**src/rtl/apb_irq_pkg.sv**
```systemverilog
package apb_irq_pkg;
  localparam int NSRC        = 64;
  localparam int DATA_W      = 32;
  localparam int ADDR_W      = 12;
  localparam int CH_W        = $clog2(NSRC);
  localparam int LANE_W      = 8;
  localparam int LANES       = DATA_W / LANE_W;
  localparam int TBL_WORDS   = NSRC / LANES;
  localparam int TBL_IDX_W   = $clog2(TBL_WORDS);
  localparam int TBL_SPAN_LSB = TBL_IDX_W + 2;

  localparam logic [ADDR_W-1:0] OFF_CTRL    = 12'h000;
  localparam logic [ADDR_W-1:0] OFF_FLAG_LO = 12'h008;
  localparam logic [ADDR_W-1:0] OFF_EN_LO   = 12'h010;
  localparam logic [ADDR_W-1:0] OFF_PEND_LO = 12'h014;
  localparam logic [ADDR_W-1:0] OFF_FLAG_HI = 12'h020;
  localparam logic [ADDR_W-1:0] OFF_EN_HI   = 12'h028;
  localparam logic [ADDR_W-1:0] OFF_PEND_HI = 12'h02C;
  localparam logic [ADDR_W-1:0] OFF_TBL     = 12'h040;

  localparam int GEN_BIT = DATA_W - 1;
endpackage

```
**src/rtl/apb_irq_capture.sv**
```systemverilog
module apb_irq_capture
  import apb_irq_pkg::*;
#(
  parameter int N_IN = NSRC,
  parameter int DW   = DATA_W
) (
  input  logic            clk,
  input  logic            rst_n,
  input  logic [N_IN-1:0] src,
  input  logic            wr_lo,
  input  logic            wr_hi,
  input  logic [DW-1:0]   wdata,
  output logic [N_IN-1:0] flag_q,
  output logic [N_IN-1:0] src_q
);
  logic [N_IN-1:0] rise;
  logic [N_IN-1:0] flag_n;

  assign rise = src & ~src_q;

  // software write first, edge capture last so a new edge wins
  always_comb begin
    flag_n = flag_q;
    if (wr_lo) flag_n[DW-1:0]    = wdata;
    if (wr_hi) flag_n[N_IN-1:DW] = wdata;
    flag_n = flag_n | rise;
  end

  always_ff @(posedge clk or negedge rst_n) begin
    if (!rst_n) begin
      flag_q <= '0;
      src_q  <= '0;
    end else begin
      flag_q <= flag_n;
      src_q  <= src;
    end
  end
endmodule

```
**src/rtl/apb_irq_regs.sv**
```systemverilog
module apb_irq_regs
  import apb_irq_pkg::*;
#(
  parameter int N_IN = NSRC,
  parameter int AW   = ADDR_W,
  parameter int DW   = DATA_W,
  parameter int CW   = CH_W
) (
  input  logic               clk,
  input  logic               rst_n,
  input  logic               psel,
  input  logic               penable,
  input  logic               pwrite,
  input  logic [AW-1:0]      paddr,
  input  logic [DW-1:0]      pwdata,
  output logic [DW-1:0]      prdata,
  input  logic [N_IN-1:0]    flag_q,
  input  logic [N_IN-1:0]    pend,
  output logic               gen_en,
  output logic [N_IN-1:0]    en_q,
  output logic [N_IN*CW-1:0] slot_flat,
  output logic               flag_wr_lo,
  output logic               flag_wr_hi,
  output logic               tbl_wr
);
  localparam int NL = DW / LANE_W;

  logic          wr_acc;
  logic          rd_sel;
  logic          tbl_hit;
  logic [TBL_IDX_W-1:0] tbl_idx;

  logic          gen_q, gen_n;
  logic [N_IN-1:0] en_n;
  logic [CW-1:0] slot_q [N_IN];
  logic [CW-1:0] slot_n [N_IN];

  assign wr_acc  = psel & penable & pwrite;
  assign rd_sel  = psel & ~pwrite;
  assign tbl_hit = (paddr[AW-1:TBL_SPAN_LSB] == OFF_TBL[AW-1:TBL_SPAN_LSB])
                   && (paddr[1:0] == 2'b00);
  assign tbl_idx = paddr[2 +: TBL_IDX_W];

  assign flag_wr_lo = wr_acc && (paddr == OFF_FLAG_LO);
  assign flag_wr_hi = wr_acc && (paddr == OFF_FLAG_HI);
  assign tbl_wr     = wr_acc && tbl_hit;
  assign gen_en     = gen_q;

  // next-state
  always_comb begin
    gen_n  = gen_q;
    en_n   = en_q;
    slot_n = slot_q;
    if (wr_acc) begin
      if (paddr == OFF_CTRL)  gen_n = pwdata[GEN_BIT];
      if (paddr == OFF_EN_LO) en_n[DW-1:0]    = pwdata;
      if (paddr == OFF_EN_HI) en_n[N_IN-1:DW] = pwdata;
      if (tbl_hit) begin
        for (int k = 0; k < NL; k++) begin
          slot_n[int'(tbl_idx) * NL + k] = pwdata[LANE_W*k +: CW];
        end
      end
    end
  end

  // registers, with write access as clock enable
  always_ff @(posedge clk or negedge rst_n) begin
    if (!rst_n) begin
      gen_q <= 1'b0;
      en_q  <= '0;
      for (int c = 0; c < N_IN; c++) slot_q[c] <= CW'(c);
    end else if (wr_acc) begin
      gen_q  <= gen_n;
      en_q   <= en_n;
      slot_q <= slot_n;
    end
  end

  for (genvar c = 0; c < N_IN; c++) begin : g_flat
    assign slot_flat[c*CW +: CW] = slot_q[c];
  end

  // read mux
  always_comb begin
    prdata = '0;
    if (rd_sel) begin
      if (tbl_hit) begin
        for (int k = 0; k < NL; k++) begin
          prdata[LANE_W*k +: LANE_W] = LANE_W'(slot_q[int'(tbl_idx) * NL + k]);
        end
      end else begin
        case (paddr)
          OFF_CTRL:    prdata[GEN_BIT] = gen_q;
          OFF_FLAG_LO: prdata = flag_q[DW-1:0];
          OFF_FLAG_HI: prdata = flag_q[N_IN-1:DW];
          OFF_EN_LO:   prdata = en_q[DW-1:0];
          OFF_EN_HI:   prdata = en_q[N_IN-1:DW];
          OFF_PEND_LO: prdata = pend[DW-1:0];
          OFF_PEND_HI: prdata = pend[N_IN-1:DW];
          default:     prdata = '0;
        endcase
      end
    end
  end
endmodule

```
**src/rtl/apb_irq_route.sv**
```systemverilog
module apb_irq_route
  import apb_irq_pkg::*;
#(
  parameter int N_IN = NSRC,
  parameter int CW   = CH_W
) (
  input  logic [N_IN-1:0]    src,
  input  logic [N_IN-1:0]    flag_q,
  input  logic [N_IN-1:0]    en_q,
  input  logic [N_IN*CW-1:0] slot_flat,
  input  logic               gen_en,
  output logic [N_IN-1:0]    pend,
  output logic               irq_req,
  output logic [CW-1:0]      irq_id
);
  logic [N_IN-1:0] active;

  assign active = src | flag_q;

  for (genvar c = 0; c < N_IN; c++) begin : g_chan
    logic [CW-1:0] sel;
    assign sel     = slot_flat[c*CW +: CW];
    assign pend[c] = active[sel] & en_q[c];
  end

  // highest-numbered pending channel wins
  always_comb begin
    irq_id = '0;
    for (int c = 0; c < N_IN; c++) begin
      if (pend[c]) irq_id = CW'(c);
    end
  end

  assign irq_req = gen_en & (|pend);
endmodule

```
**src/rtl/apb_irq_ctrl.sv**
```systemverilog
module apb_irq_ctrl
  import apb_irq_pkg::*;
(
  input  logic              pclk,
  input  logic              presetn,
  input  logic              psel,
  input  logic              penable,
  input  logic              pwrite,
  input  logic [ADDR_W-1:0] paddr,
  input  logic [DATA_W-1:0] pwdata,
  output logic [DATA_W-1:0] prdata,
  output logic              pready,
  output logic              pslverr,
  input  logic [NSRC-1:0]   irq_src,
  output logic              irq_req,
  output logic [CH_W-1:0]   irq_id
);
  logic [1:0]          rst_sync_q;
  logic                rst_n;
  logic [NSRC-1:0]     flag_q;
  logic [NSRC-1:0]     src_q;
  logic [NSRC-1:0]     pend;
  logic [NSRC-1:0]     en_q;
  logic [NSRC*CH_W-1:0] slot_flat;
  logic                gen_en;
  logic                flag_wr_lo;
  logic                flag_wr_hi;
  logic                tbl_wr;

  // asynchronous assert, synchronous release
  always_ff @(posedge pclk or negedge presetn) begin
    if (!presetn) rst_sync_q <= 2'b00;
    else          rst_sync_q <= {rst_sync_q[0], 1'b1};
  end
  assign rst_n = rst_sync_q[1];

  assign pready  = 1'b1;
  assign pslverr = 1'b0;

  apb_irq_regs u_regs (
    .clk(pclk), .rst_n(rst_n),
    .psel(psel), .penable(penable), .pwrite(pwrite),
    .paddr(paddr), .pwdata(pwdata), .prdata(prdata),
    .flag_q(flag_q), .pend(pend),
    .gen_en(gen_en), .en_q(en_q), .slot_flat(slot_flat),
    .flag_wr_lo(flag_wr_lo), .flag_wr_hi(flag_wr_hi), .tbl_wr(tbl_wr)
  );

  apb_irq_capture u_cap (
    .clk(pclk), .rst_n(rst_n), .src(irq_src),
    .wr_lo(flag_wr_lo), .wr_hi(flag_wr_hi), .wdata(pwdata),
    .flag_q(flag_q), .src_q(src_q)
  );

  apb_irq_route u_route (
    .src(irq_src), .flag_q(flag_q), .en_q(en_q), .slot_flat(slot_flat),
    .gen_en(gen_en), .pend(pend), .irq_req(irq_req), .irq_id(irq_id)
  );
endmodule

```
**config.mk**
```make
export PLATFORM = sky130hd
export DESIGN_NAME = apb_irq_ctrl
export DESIGN_NICKNAME = d
export VERILOG_FILES = /design/src/rtl/apb_irq_pkg.sv /design/src/rtl/apb_irq_capture.sv /design/src/rtl/apb_irq_regs.sv /design/src/rtl/apb_irq_route.sv /design/src/rtl/apb_irq_ctrl.sv
export SDC_FILE = /design/constraint.sdc
export NUM_CORES = 2
export LEC_CHECK = 0
export BUFFER_PORTS_ARGS = -buffer_cell sky130_fd_sc_hd__buf_2
export CAP_MARGIN = 10
export CORE_ASPECT_RATIO = 0.5
export CORE_MARGIN = 2
export CORE_UTILIZATION = 35
export CTS_BUF_LIST = sky130_fd_sc_hd__clkbuf_8
export CTS_CLUSTER_DIAMETER = 120
export CTS_CLUSTER_SIZE = 24
export DETAILED_ROUTE_END_ITERATION = 8
export SLEW_MARGIN = 10
export SYNTH_ARGS = -nofsm -noshare
export SYNTH_HDL_FRONTEND = slang
export SYNTH_HIERARCHICAL = 1
export SYNTH_SLANG_ARGS = --single-unit
```
**constraint.sdc**
```tcl
create_clock -name pclk -period 17 [get_ports pclk]
set_clock_uncertainty 0.1 [all_clocks]
set_input_delay 2.55 -clock pclk [delete_from_list [all_inputs] [get_ports pclk]]
set_output_delay 2.55 -clock pclk [all_outputs]
set_load 0.01 [all_outputs]
```
==> impl_metrics.tcl <==
set metrics [dict create \
    slew_headroom_pct 5.57 \
    overflow 0 \
    path_clk_slew_ns 0.11 \
    min_path_type "register to register" \
    path_cells "buf_2 > or2_2 > buf_4 > mux4_2 > mux2i_1 > mux2i_1 > a221oi_1 > nor2_1 > a32oi_1 > o21ai_0 > a32oi_1 > a21oi_1 > buf_2" \
    clkPwrFrac_pct 32.0 \
    avgSynthCellArea_sq_um 13.6 \
    io_pins 154 \
    p_int_mw 1.63 \
    crit_required_ns 14.35 \
    p_leak_nw 19.5 \
    cts_root_buf "clkbuf_8" \
    max_freq_ghz 0.0915 \
    wl_met1_microns 127000 \
    wl_met3_microns 74600 \
    period_minus_slack_ns 10.93 \
    wl_microns 367000 \
    rsz0062_at_grt "no" \
    layout-drive-gt1-share_pct 60.2 \
    portBuffers 151 \
    crit_arrival_ns 8.28 \
    final_common_cell "mux4_2" \
    fin_crit_sh_pct 64.3 \
    wl_met2_microns 139000 \
    htree_num_levels 1 \
    core-area_sq_um 176000 \
    numCtsBuffers 30 \
    antenna_found_initial 78 \
    die_h_microns 301 \
    grt_max_degree 76 \
    mostFrequentLayoutCells "mux4_2 (1303), mux2_2 (472), dfrtp_1 (386), mux2i_1 (259), buf_4 (229)" \
    slowest_stage "or2_2" \
    syn2layout_area_growth_pct 4.94 \
    path_class "input port to primary output" \
    postCtsResizedCells 0 \
    die_area_sq_um 181000 \
    via_per_inst 8.38 \
    slew_viol_final 0 \
    dpl_cell_area_sq_um 64200 \
    tightest_slew_ns 1.38 \
    clock_sink_count 579 \
    fin_area_sq_um 65000 \
    fin_total_pwr_mw 2.36 \
    cts_tree "built" \
    tns_ns 0 \
    grt_pass1_vias 50700 \
    cap_violations 0 \
    final_nets 4265 \
    gp_congestion 1.14 \
    vdd_drop_max_v 0.0000808 \
    crit_path_end_kind "primary output" \
    nFillCells 16700 \
    syn_inst 4552 \
    wire_per_inst_microns 55.3 \
    crit_path_max_incr_delay_ns 0.97 \
    start_util_pct 35.1 \
    die_w_microns 599 \
    cts_setup_buffers 0 \
    sw_frac_of_total_pct 31.0 \
    power_frac_seq_pct 59.5 \
    synth.cell_area_sq_um 61900 \
    outcome "finished, final reports clean" \
    firstDrtPassIters 7 \
    rows 109 \
    top_layer_used "met5" \
    p_sw_mw 0.729 \
    clk_path_buf_depth 3 \
    worstPathMaxFanout 35 \
    clkLatencyLatePin_ns 0.91 \
    cts_hold_buf 0 \
    drt_iter0_markers 12700 \
    final_antenna_net_count 0 \
    hpwl_microns 241000 \
    yosysWarnings 6 \
    drc 0 \
    grtUsageTotal_pct 39.8 \
    setup_viol 0 \
    power_density_nw_per_um2 36.2 \
    combPwrFrac_pct 8.5 \
    routed-via-count 55600 \
    hold_violations 0 \
    start_kind "input port" \
    grt_pass1_wl_microns 485000 \
]
-- critical path: cells and delay by family --
kind                   cells  cell delay [ns]
muxes                      3             1.22
AOI/OAI and AO/OA          5             2.20
buffers and inverters      3             0.92
and+or+nand+nor            2             1.32
-- final cells by class --
cell class                 instances  area, sq um  share of cell area [%]
tap                             2386         2990                    4.59
timing repair buffer             380         2490                    3.84
inverter                         102          383                   0.589
clock buffer                      31          427                   0.657
sequential                       579        14700                    22.7
clock inverter                    25          170                   0.262
antenna                           79          198                   0.304
multi-input combinational       3059        43600                    67.1
-- worst paths after layout --
check                                              from                                end  slack [ns]  cells past startpoint
worst max-delay path                        irq_src[18]                          prdata[8]        6.07                     13
worst min register to register  rst_sync_q[0]$_DFF_PN0_            rst_sync_q[1]$_DFF_PN0_        0.26                      0
worst min-delay path            rst_sync_q[0]$_DFF_PN0_            rst_sync_q[1]$_DFF_PN0_        0.26                      0
max in group asynchronous       rst_sync_q[1]$_DFF_PN0_          u_cap/flag_q[9]$_DFF_PN0_       14.22                      2
min in group asynchronous       rst_sync_q[1]$_DFF_PN0_  u_regs/slot_flat[116]$_DFFE_PN0P_        0.28                      0
worst max register to register  rst_sync_q[1]$_DFF_PN0_          u_cap/flag_q[9]$_DFF_PN0_       14.22                      2
-- power groups by stage --
stage	clock network, mW	registers [mW]	logic (mW)
after floorplan	0	1.44	0.0619
after global placement	0	1.42	0.188
after detailed placement	0	1.42	0.189
after CTS	0.754	1.40	0.190
after global routing	0.791	1.40	0.201
final	0.753	1.40	0.201
-- metrics by stage --
stage	std cells	worst slack, ns	utilization [%]	hold WS [ns]
final	6641	6.07	36.9	0.264
after global routing	6577	6.58	36.8	0.283
after CTS	6561	6.85	36.8	0.270
after detailed placement	6505	6.86	36.4	0.242
after global placement	6504	6.68	36.4	0.238
after floorplan	4553	7.66	-	0.231
-- per-layer routing --
| metal | GRT usage (%) | up-vias |
|---|---|---|
| li1 | - | 17900 |
| met1 | 49.2 | 29200 |
| met2 | 51.8 | 6936 |
| met3 | 27.0 | 1597 |
| met4 | 20.0 | 36 |
| met5 | 2.69 | - |
-- registers in the layout, summed over array words and instances, names as in the netlist --
name and flops:
u_regs/gen_en 1, u_regs/en_q 64, rst_sync_q 2, u_regs/slot_flat 384, u_cap/flag_q 64, u_cap/src_q 64
Note: power is estimated with default switching activity, not from simulation.
